==> src/rtl/term_pkg.sv <==
package term_pkg;
    localparam int CHAR_W = 8;
    localparam int WORD_W = 32;
    localparam int NREG   = 4;
    localparam int SEL_W  = $clog2(NREG);

    // register slot order follows the address offsets
    typedef enum logic [SEL_W-1:0] {
        SEL_RXCTL = 2'd0,
        SEL_RXDAT = 2'd1,
        SEL_TXCTL = 2'd2,
        SEL_TXDAT = 2'd3
    } term_sel_e;

    typedef struct packed {
        logic              rdy;
        logic              ie;
        logic              ovr;
        logic [CHAR_W-1:0] data;
    } rx_state_t;

    typedef enum logic [1:0] {
        TX_IDLE = 2'd0,
        TX_SEND = 2'd1,
        TX_WAIT = 2'd2
    } tx_phase_e;

    typedef struct packed {
        tx_phase_e         phase;
        logic              ie;
        logic [CHAR_W-1:0] data;
    } tx_state_t;
endpackage

==> src/rtl/term_decode.sv <==
module term_decode
    import term_pkg::*;
#(
    parameter int                ADDR_W = 32,
    parameter logic [ADDR_W-1:0] BASE   = ADDR_W'(32'hFFFF_0000)
) (
    input  logic [ADDR_W-1:0] bus_addr,
    input  logic              bus_rd,
    input  logic              bus_wr,
    output logic [NREG-1:0]   rd_stb,
    output logic [NREG-1:0]   wr_stb
);
    localparam int LSB = SEL_W + 2;

    logic hit;
    assign hit = (bus_addr[ADDR_W-1:LSB] == BASE[ADDR_W-1:LSB]) &&
                 (bus_addr[1:0] == 2'b00);

    for (genvar g = 0; g < NREG; g++) begin : g_stb
        assign rd_stb[g] = bus_rd && hit && (bus_addr[LSB-1:2] == SEL_W'(g));
        assign wr_stb[g] = bus_wr && hit && (bus_addr[LSB-1:2] == SEL_W'(g));
    end
endmodule

==> src/rtl/term_rx.sv <==
module term_rx
    import term_pkg::*;
(
    input  logic              clk,
    input  logic              rst_n,
    input  logic              key_valid,
    input  logic [CHAR_W-1:0] key_byte,
    input  logic              rd_ctl,
    input  logic              rd_dat,
    input  logic              wr_ctl,
    input  logic              wr_ie,
    output logic              rdy,
    output logic              ie,
    output logic              ovr,
    output logic [CHAR_W-1:0] data,
    output logic              irq
);
    rx_state_t st_q, st_d;

    always_comb begin
        st_d = st_q;
        if (wr_ctl) st_d.ie  = wr_ie;
        if (rd_ctl) st_d.ovr = 1'b0;
        if (rd_dat) st_d.rdy = 1'b0;
        if (key_valid) begin
            st_d.data = key_byte;
            st_d.rdy  = 1'b1;
            // an unread byte is lost only if it is not consumed this cycle
            if (st_q.rdy && !rd_dat) st_d.ovr = 1'b1;
        end
    end

    always_ff @(posedge clk) begin
        if (!rst_n) st_q <= '0;
        else        st_q <= st_d;
    end

    assign rdy  = st_q.rdy;
    assign ie   = st_q.ie;
    assign ovr  = st_q.ovr;
    assign data = st_q.data;
    assign irq  = st_q.rdy & st_q.ie;
endmodule

==> src/rtl/term_tx.sv <==
module term_tx
    import term_pkg::*;
(
    input  logic              clk,
    input  logic              rst_n,
    input  logic              wr_ctl,
    input  logic              wr_dat,
    input  logic              wr_ie,
    input  logic [CHAR_W-1:0] wr_byte,
    input  logic              disp_busy,
    output logic              rdy,
    output logic              ie,
    output logic              disp_valid,
    output logic [CHAR_W-1:0] disp_byte,
    output logic              irq
);
    tx_state_t st_q, st_d;

    always_comb begin
        st_d = st_q;
        if (wr_ctl) st_d.ie = wr_ie;
        unique case (st_q.phase)
            TX_IDLE: if (wr_dat) begin
                st_d.data  = wr_byte;
                st_d.phase = TX_SEND;
            end
            TX_SEND: st_d.phase = TX_WAIT;
            TX_WAIT: if (!disp_busy) st_d.phase = TX_IDLE;
            default: st_d.phase = TX_IDLE;
        endcase
    end

    always_ff @(posedge clk) begin
        if (!rst_n) st_q <= '{phase: TX_IDLE, ie: 1'b0, data: '0};
        else        st_q <= st_d;
    end

    assign rdy        = (st_q.phase == TX_IDLE);
    assign ie         = st_q.ie;
    assign disp_valid = (st_q.phase == TX_SEND);
    assign disp_byte  = st_q.data;
    assign irq        = rdy & st_q.ie;
endmodule

==> src/rtl/term_mmio.sv <==
module term_mmio
    import term_pkg::*;
#(
    parameter int                ADDR_W = 32,
    parameter logic [ADDR_W-1:0] BASE   = ADDR_W'(32'hFFFF_0000)
) (
    input  logic              clk,
    input  logic              rst_n,
    input  logic [ADDR_W-1:0] bus_addr,
    input  logic              bus_rd,
    input  logic              bus_wr,
    input  logic [CHAR_W-1:0] bus_wdata,
    output logic [WORD_W-1:0] bus_rdata,
    input  logic              key_valid,
    input  logic [CHAR_W-1:0] key_byte,
    output logic              disp_valid,
    output logic [CHAR_W-1:0] disp_byte,
    input  logic              disp_busy,
    output logic              rx_irq,
    output logic              tx_irq
);
    logic [NREG-1:0]   rd_stb, wr_stb;
    logic              rx_rdy, rx_ie, rx_ovr;
    logic [CHAR_W-1:0] rx_data;
    logic              tx_rdy, tx_ie;

    term_decode #(.ADDR_W(ADDR_W), .BASE(BASE)) u_dec (
        .bus_addr (bus_addr),
        .bus_rd   (bus_rd),
        .bus_wr   (bus_wr),
        .rd_stb   (rd_stb),
        .wr_stb   (wr_stb)
    );

    term_rx u_rx (
        .clk       (clk),
        .rst_n     (rst_n),
        .key_valid (key_valid),
        .key_byte  (key_byte),
        .rd_ctl    (rd_stb[SEL_RXCTL]),
        .rd_dat    (rd_stb[SEL_RXDAT]),
        .wr_ctl    (wr_stb[SEL_RXCTL]),
        .wr_ie     (bus_wdata[1]),
        .rdy       (rx_rdy),
        .ie        (rx_ie),
        .ovr       (rx_ovr),
        .data      (rx_data),
        .irq       (rx_irq)
    );

    term_tx u_tx (
        .clk        (clk),
        .rst_n      (rst_n),
        .wr_ctl     (wr_stb[SEL_TXCTL]),
        .wr_dat     (wr_stb[SEL_TXDAT]),
        .wr_ie      (bus_wdata[1]),
        .wr_byte    (bus_wdata),
        .disp_busy  (disp_busy),
        .rdy        (tx_rdy),
        .ie         (tx_ie),
        .disp_valid (disp_valid),
        .disp_byte  (disp_byte),
        .irq        (tx_irq)
    );

    always_comb begin
        bus_rdata = '0;
        if (rd_stb[SEL_RXCTL]) bus_rdata[2:0]        = {rx_ovr, rx_ie, rx_rdy};
        if (rd_stb[SEL_RXDAT]) bus_rdata[CHAR_W-1:0] = rx_data;
        if (rd_stb[SEL_TXCTL]) bus_rdata[1:0]        = {tx_ie, tx_rdy};
        if (rd_stb[SEL_TXDAT]) bus_rdata[CHAR_W-1:0] = disp_byte;
    end
endmodule

==> config.mk <==
export PLATFORM = sky130hd
export DESIGN_NAME = term_mmio
export DESIGN_NICKNAME = d
export VERILOG_FILES = /design/src/rtl/term_pkg.sv /design/src/rtl/term_decode.sv /design/src/rtl/term_rx.sv /design/src/rtl/term_tx.sv /design/src/rtl/term_mmio.sv
export SDC_FILE = /design/constraint.sdc
export NUM_CORES = 1
export LEC_CHECK = 0
export BUFFER_PORTS_ARGS = -buffer_cell sky130_fd_sc_hd__buf_2
export CAP_MARGIN = 10
export CORE_UTILIZATION = 42
export CTS_CLUSTER_SIZE = 30
export DETAILED_ROUTE_END_ITERATION = 7
export PLACE_DENSITY = 0.87
export SLEW_MARGIN = 20
export SYNTH_ARGS = -nofsm -noshare
export SYNTH_HDL_FRONTEND = slang
export SYNTH_SLANG_ARGS = --single-unit
==> constraint.sdc <==
create_clock -name clk -period 2.1 [get_ports clk]
set_clock_uncertainty 0.2 [all_clocks]
set_input_delay 0.42 -clock clk [delete_from_list [all_inputs] [get_ports clk]]
set_output_delay 0.42 -clock clk [all_outputs]
set_load 0.02 [all_outputs]
======== Word level (Yosys, flattened, before mapping) ========
Cells that the tools add are included.
word-level totals
  register bits after elaboration ......... 22
  bits of input ports ..................... 54
  output and inout bits ................... 43
  word-level logic and storage cells ...... 47
cells by class
  equal/unequal tests ..................... 8
  muxes and demuxes ....................... 12
  bitwise operators ....................... 2
  reduce and logical (&&, ||, !) cells .... 18
operator list
  kind                                                                      count
  28-bit == test (second input constant)                                    1
  8-bit 2-to-1 mux                                                          2
  1-bit logical AND                                                         11
  9-bit 2-to-1 mux                                                          1
  2-bit == test (second input constant)                                     3
  2-bit logical NOT                                                         3
  2-bit 2-to-1 mux                                                          3
  2-bit case mux with 3 select lines                                        1
  2-bit by 1-bit == test with 1-bit output (second input constant)          2
  1-bit 2-to-1 mux                                                          4
  2-bit AND reduction                                                       2
  3-bit 2-to-1 mux                                                          1
  1-bit AND                                                                 2
  2-bit by 1-bit inequality test with 1-bit output (second input constant)  1
  2-bit inequality test (second input constant)                             1
  2-bit nonzero test                                                        1
  1-bit logical NOT                                                         1

======== Logic depth before layout (Yosys ltp) ========
  word-level depth ........................ 8
  mapped depth ............................ 5

======== Hierarchy ========
A second synthesis with hierarchy kept.
unflattened totals
  cells, all modules ...................... 166
  area total of the unflattened synthesis .. 1477.7 µm²
by module, submodules not included
  module       times used  cells each  area each (µm²)
  term_tx      1           55          515.5
  term_rx      1           37          420.4
  term_mmio    1           50          375.4
  term_decode  1           24          166.4

======== Worst setup path after synthesis ========
Ideal clock, no wire load.
  path kind ............................... input port to output port
  start point ............................. in bus_addr[11]
  end point ............................... out bus_rdata[0]
  data arrival time ....................... 1497 ps
  required time ........................... 1480 ps
  setup slack ............................. -17 ps
  stages .................................. 5
  cells stage by stage .................... nor4_4 and4_4 buf_6 nand3_4 nor2b_1
between the ends
  longest elaborated chain between the ends .. 8
  elaborated cells between the ends (all ways) .. 11
RTL lines
  item                 line               text
  from (decl)          term_mmio.sv:9     input logic [ADDR_W-1:0] bus_addr,
  28-bit == test *     term_decode.sv:16  assign hit = (bus_addr[ADDR_W-1:LSB] == BASE[ADDR_W-1:LSB]) &&
  1-bit logical AND *  term_decode.sv:16
  1-bit logical AND *  term_decode.sv:20  assign rd_stb[g] = bus_rd && hit && (bus_addr[LSB-1:2] == SEL_W'(g));
  1-bit logical AND    term_decode.sv:20
  3-bit 2-to-1 mux     term_mmio.sv:68    if (rd_stb[SEL_RXCTL]) bus_rdata[2:0] = {rx_ovr, rx_ie, rx_rdy};
  8-bit 2-to-1 mux     term_mmio.sv:69    if (rd_stb[SEL_RXDAT]) bus_rdata[CHAR_W-1:0] = rx_data;
  2-bit 2-to-1 mux     term_mmio.sv:70    if (rd_stb[SEL_TXCTL]) bus_rdata[1:0] = {tx_ie, tx_rdy};
  8-bit 2-to-1 mux *   term_mmio.sv:71    if (rd_stb[SEL_TXDAT]) bus_rdata[CHAR_W-1:0] = disp_byte;
  to (decl)            term_mmio.sv:13    output logic [WORD_W-1:0] bus_rdata,
Every way passes the cells marked *; elsewhere a longest branch is shown, timed or not.

======== Worst setup path after layout ========
  start point ............................. in bus_addr[10]
  end point ............................... out bus_rdata[1]
The elaborated chain is that of the path after synthesis.

==> results.cfg <==
[worst_setup_path]
cp_max_fo = 4
critical-path-top-cell-by-count = sky130_fd_sc_hd__buf_6
critical_path_arrival_ns = 1.60
critical_path.max_stage_delay_ns = 0.30
start_kind = input port
crit_path_cell_trace = buf_6 > nor4_4 > and4_4 > buf_6 > nand3_4 > nor2b_1 > buf_4
critical_path.endpoint_type = output port
crit_required_ns = 1.48
critical-path-slowest-cell = sky130_fd_sc_hd__and4_4
path_class = in -> out

[synthesis]
dominant_combinational_cell_family_by_area_after_synthesis = simple AND/OR/NAND/NOR gates
synth_xor_xnor_area_share_pct = 0
synth-seq-cells = 22
yosysWarningCount = 0
synthesis.area_per_instance_um2 = 9.065
synth_adder_area_share_pct = 0
synth-simple-area-share_pct = 27.10
synth_mux_area_share_pct = 14.56
synth.cell_area_um2 = 1478
synth-seq-area-share_pct = 29.81
synth-compound-area-share_pct = 8.552
synth_cell_types = 30
postSynthCellCount = 163

[clock_tree]
clock_insertion_delay_worst_skew_ns = 0.31
tritoncts.num_buffers = 3
clock-root-buffer = sky130_fd_sc_hd__clkbuf_4
cts_sinks = 22
cts_tree = done
clock_tree.buffer_depth = 2
post_cts_hold_buffer_count = 0
path_clk_slew_ns = 0.12
ctsHtreeMaxLevel = 1

[floorplanning]
fp.dieH_um = 61.32
core_area_um2 = 3363
io_pins = 97
die_area_um2 = 3760
initial_utilization_pct = 43.94
chipWidth_um = 61.32
floorplan.rows = 21

[sta]
finalSetupTns_ns = -0.5567
setup_repair_after_global_routing_missed_its_margin = yes
hold_viol_final = 0
timing.final.crit_period_ns = 2.221
fin_ws_ns = -0.1213
fin_crit_sh_pct = 105.8
setup_violations = 8
timing.final.max_slew_violations = 0
clock.fmax_ghz = 0.4502

[detailed_routing]
drt-met1-wl_um = 1405
routed_wire_length_per_instance_um = 11.90
wl_met3_um = 232
avgViaCountPerCell = 4.861
dr_total_vias = 1395
detail_route.drc_violations = 2
drt_iter0_markers = 56
wirelength_um = 3415
routed-wl-met2_um = 1744
dr.pass1.iters = 6
highest-signal-layer = met4
final_antenna_net_count = 0

[status]
status = finished with violations
violations = design-rule violations, negative setup slack

[cells_and_area]
final_cell_mix = sky130_fd_sc_hd__buf_2, sky130_fd_sc_hd__conb_1, sky130_fd_sc_hd__buf_4
post_route_cells_drive_above_1_share_pct = 45.64
fill_cells = 328
fin_cells = 287
area_delta_synth_final_pct = 32.01
antennaDiodeCount = 0
layout.cells.most_common = sky130_fd_sc_hd__buf_2
finish.net_count = 296

[placement]
placement.io_buffers = 72
numPlacedInstances = 281
gp_routability_congestion = 0.7783
dpl.hpwl_um = 2766

[job]
maxCapViolations = 0

[power_and_ir_drop]
total_power_mw = 0.8421
pwr_density_cell_nw_per_um2 = 431.7
power.ir.vdd_worst_mv = 0.1656
cellLeakagePower_nw = 0.9667

[grt]
grt_max_degree = 20
groute.usage.overall_pct = 18.21
via_count_of_the_first_global_routing_pass = 1220
grt-ovfl-total = 0
wire_length_of_the_first_global_routing_pass_um = 5092
antenna_violations_before_repair = 0

[hold_path]
worst_hold_path_type = in -> reg
==> flip-flops by register name, summed over array words and instances (netlist names) <==
name            flops
u_tx.disp_byte      8
u_tx.ie             1
u_rx.data           8
u_rx.ovr            1
u_tx.st_q           2
u_rx.ie             1
u_rx.rdy            1
==> final timing paths <==
| kind | from | endpoint | slack [ns] | depth (start not counted) |
|---|---|---|---|---|
| worst max register to register | u_tx.st_q[10] | u_tx.disp_byte[0] | 0.54 | 5 |
| worst min register to register | u_tx.disp_byte[1] | u_tx.disp_byte[1] | 0.29 | 2 |
| worst min-delay path | key_byte[7] | u_rx.data[7] | 0.14 | 3 |
| worst max-delay path | bus_addr[10] | bus_rdata[1] | -0.12 | 7 |
==> synthesized netlist by cell type <==
library cell,count,area share [%]
sky130_fd_sc_hd__nor4_1,1,0.42
sky130_fd_sc_hd__clkbuf_1,3,0.76
sky130_fd_sc_hd__nor3_1,1,0.34
sky130_fd_sc_hd__buf_2,2,0.68
sky130_fd_sc_hd__nand3_4,1,1.2
sky130_fd_sc_hd__and4b_1,2,1.4
sky130_fd_sc_hd__buf_4,32,16
sky130_fd_sc_hd__inv_2,1,0.25
sky130_fd_sc_hd__nand4_1,9,3.8
sky130_fd_sc_hd__nor2b_1,5,2.1
sky130_fd_sc_hd__dfxtp_1,22,30
sky130_fd_sc_hd__nor4_4,2,2.9
sky130_fd_sc_hd__o31a_1,2,1.2
sky130_fd_sc_hd__nand2_1,6,1.5
sky130_fd_sc_hd__o31ai_1,7,3.6
sky130_fd_sc_hd__a31oi_1,1,0.42
sky130_fd_sc_hd__buf_1,1,0.25
sky130_fd_sc_hd__o21ai_0,1,0.34
sky130_fd_sc_hd__and4_4,2,1.5
sky130_fd_sc_hd__nand4_2,3,2.5
sky130_fd_sc_hd__conb_1,1,0.25
sky130_fd_sc_hd__a21oi_1,9,3.0
sky130_fd_sc_hd__buf_6,2,1.5
sky130_fd_sc_hd__and2_1,2,0.85
sky130_fd_sc_hd__mux4_2,2,3.0
sky130_fd_sc_hd__nand4b_1,1,0.59
sky130_fd_sc_hd__mux2i_1,17,12
sky130_fd_sc_hd__and4_1,3,1.8
sky130_fd_sc_hd__and4bb_1,1,0.85
sky130_fd_sc_hd__nor2_1,21,5.3
==> final cells by class <==
cell class              instances  area [um^2]  area share, %
flip-flops and latches         22        441.7          22.64
well taps                      46        57.56          2.951
repair buffers                 91        563.0          28.86
clock buffers                   4        36.28          1.860
multi-input cells             123        848.3          43.49
inverters                       1        3.754         0.1924
==> per-layer routing <==
layer / global-route usage [%] / up-vias
li1: - / 688
met1: 21.13 / 633
met2: 34.01 / 70
met3: 2.731 / 4
met4: 5.844 / 0
met5: 0 / -
==> logic make-up (layout without fill, tap and decap cells) <==
kind of cell / count (synthesis) / after routing
flip-flops: 22 / 22
AO/OA/AOI/OAI: 20 / 20
multiplexers: 19 / 19
buffers and inverters: 41 / 96
other: 1 / 24
AND/OR/NAND/NOR: 60 / 60
==> repair_timing <==
item                                    CTS  global route
buffers inserted                          0             2
pin swaps                                 9             5
endpoints found under the setup margin    8             8
gates resized for setup                  15             6
==> per-stage QoR <==
step / setup slack (ns) / cell area (um^2) / hold slack (ns) / utilization [%]
5_1_grt: -0.1592 / 1951 / 0.1350 / 58.00
3_3_place_gp: -0.1449 / 1822 / 0.2617 / 54.17
2_1_floorplan: -0.01676 / 1564 / 0.2439 / -
4_1_cts: -0.1076 / 1919 / 0.1384 / 57.07
6_report: -0.1213 / 1951 / 0.1362 / 58.00
3_5_place_dp: -0.1683 / 1822 / 0.2745 / 54.17
==> worst max-delay path, delay by kind of cell <==
family                 cells  cell delay (ns)
AND/OR/NAND/NOR            4             0.82
buffers and inverters      3             0.37
==> power by group <==
group | internal [mW] | switching (mW) | leakage, nW
sequential | 0.429 | 0.00732 | 0.180
combinational | 0.0775 | 0.0975 | 0.766
clock | 0.106 | 0.125 | 0.0210
(Power assumes the default switching activity.)
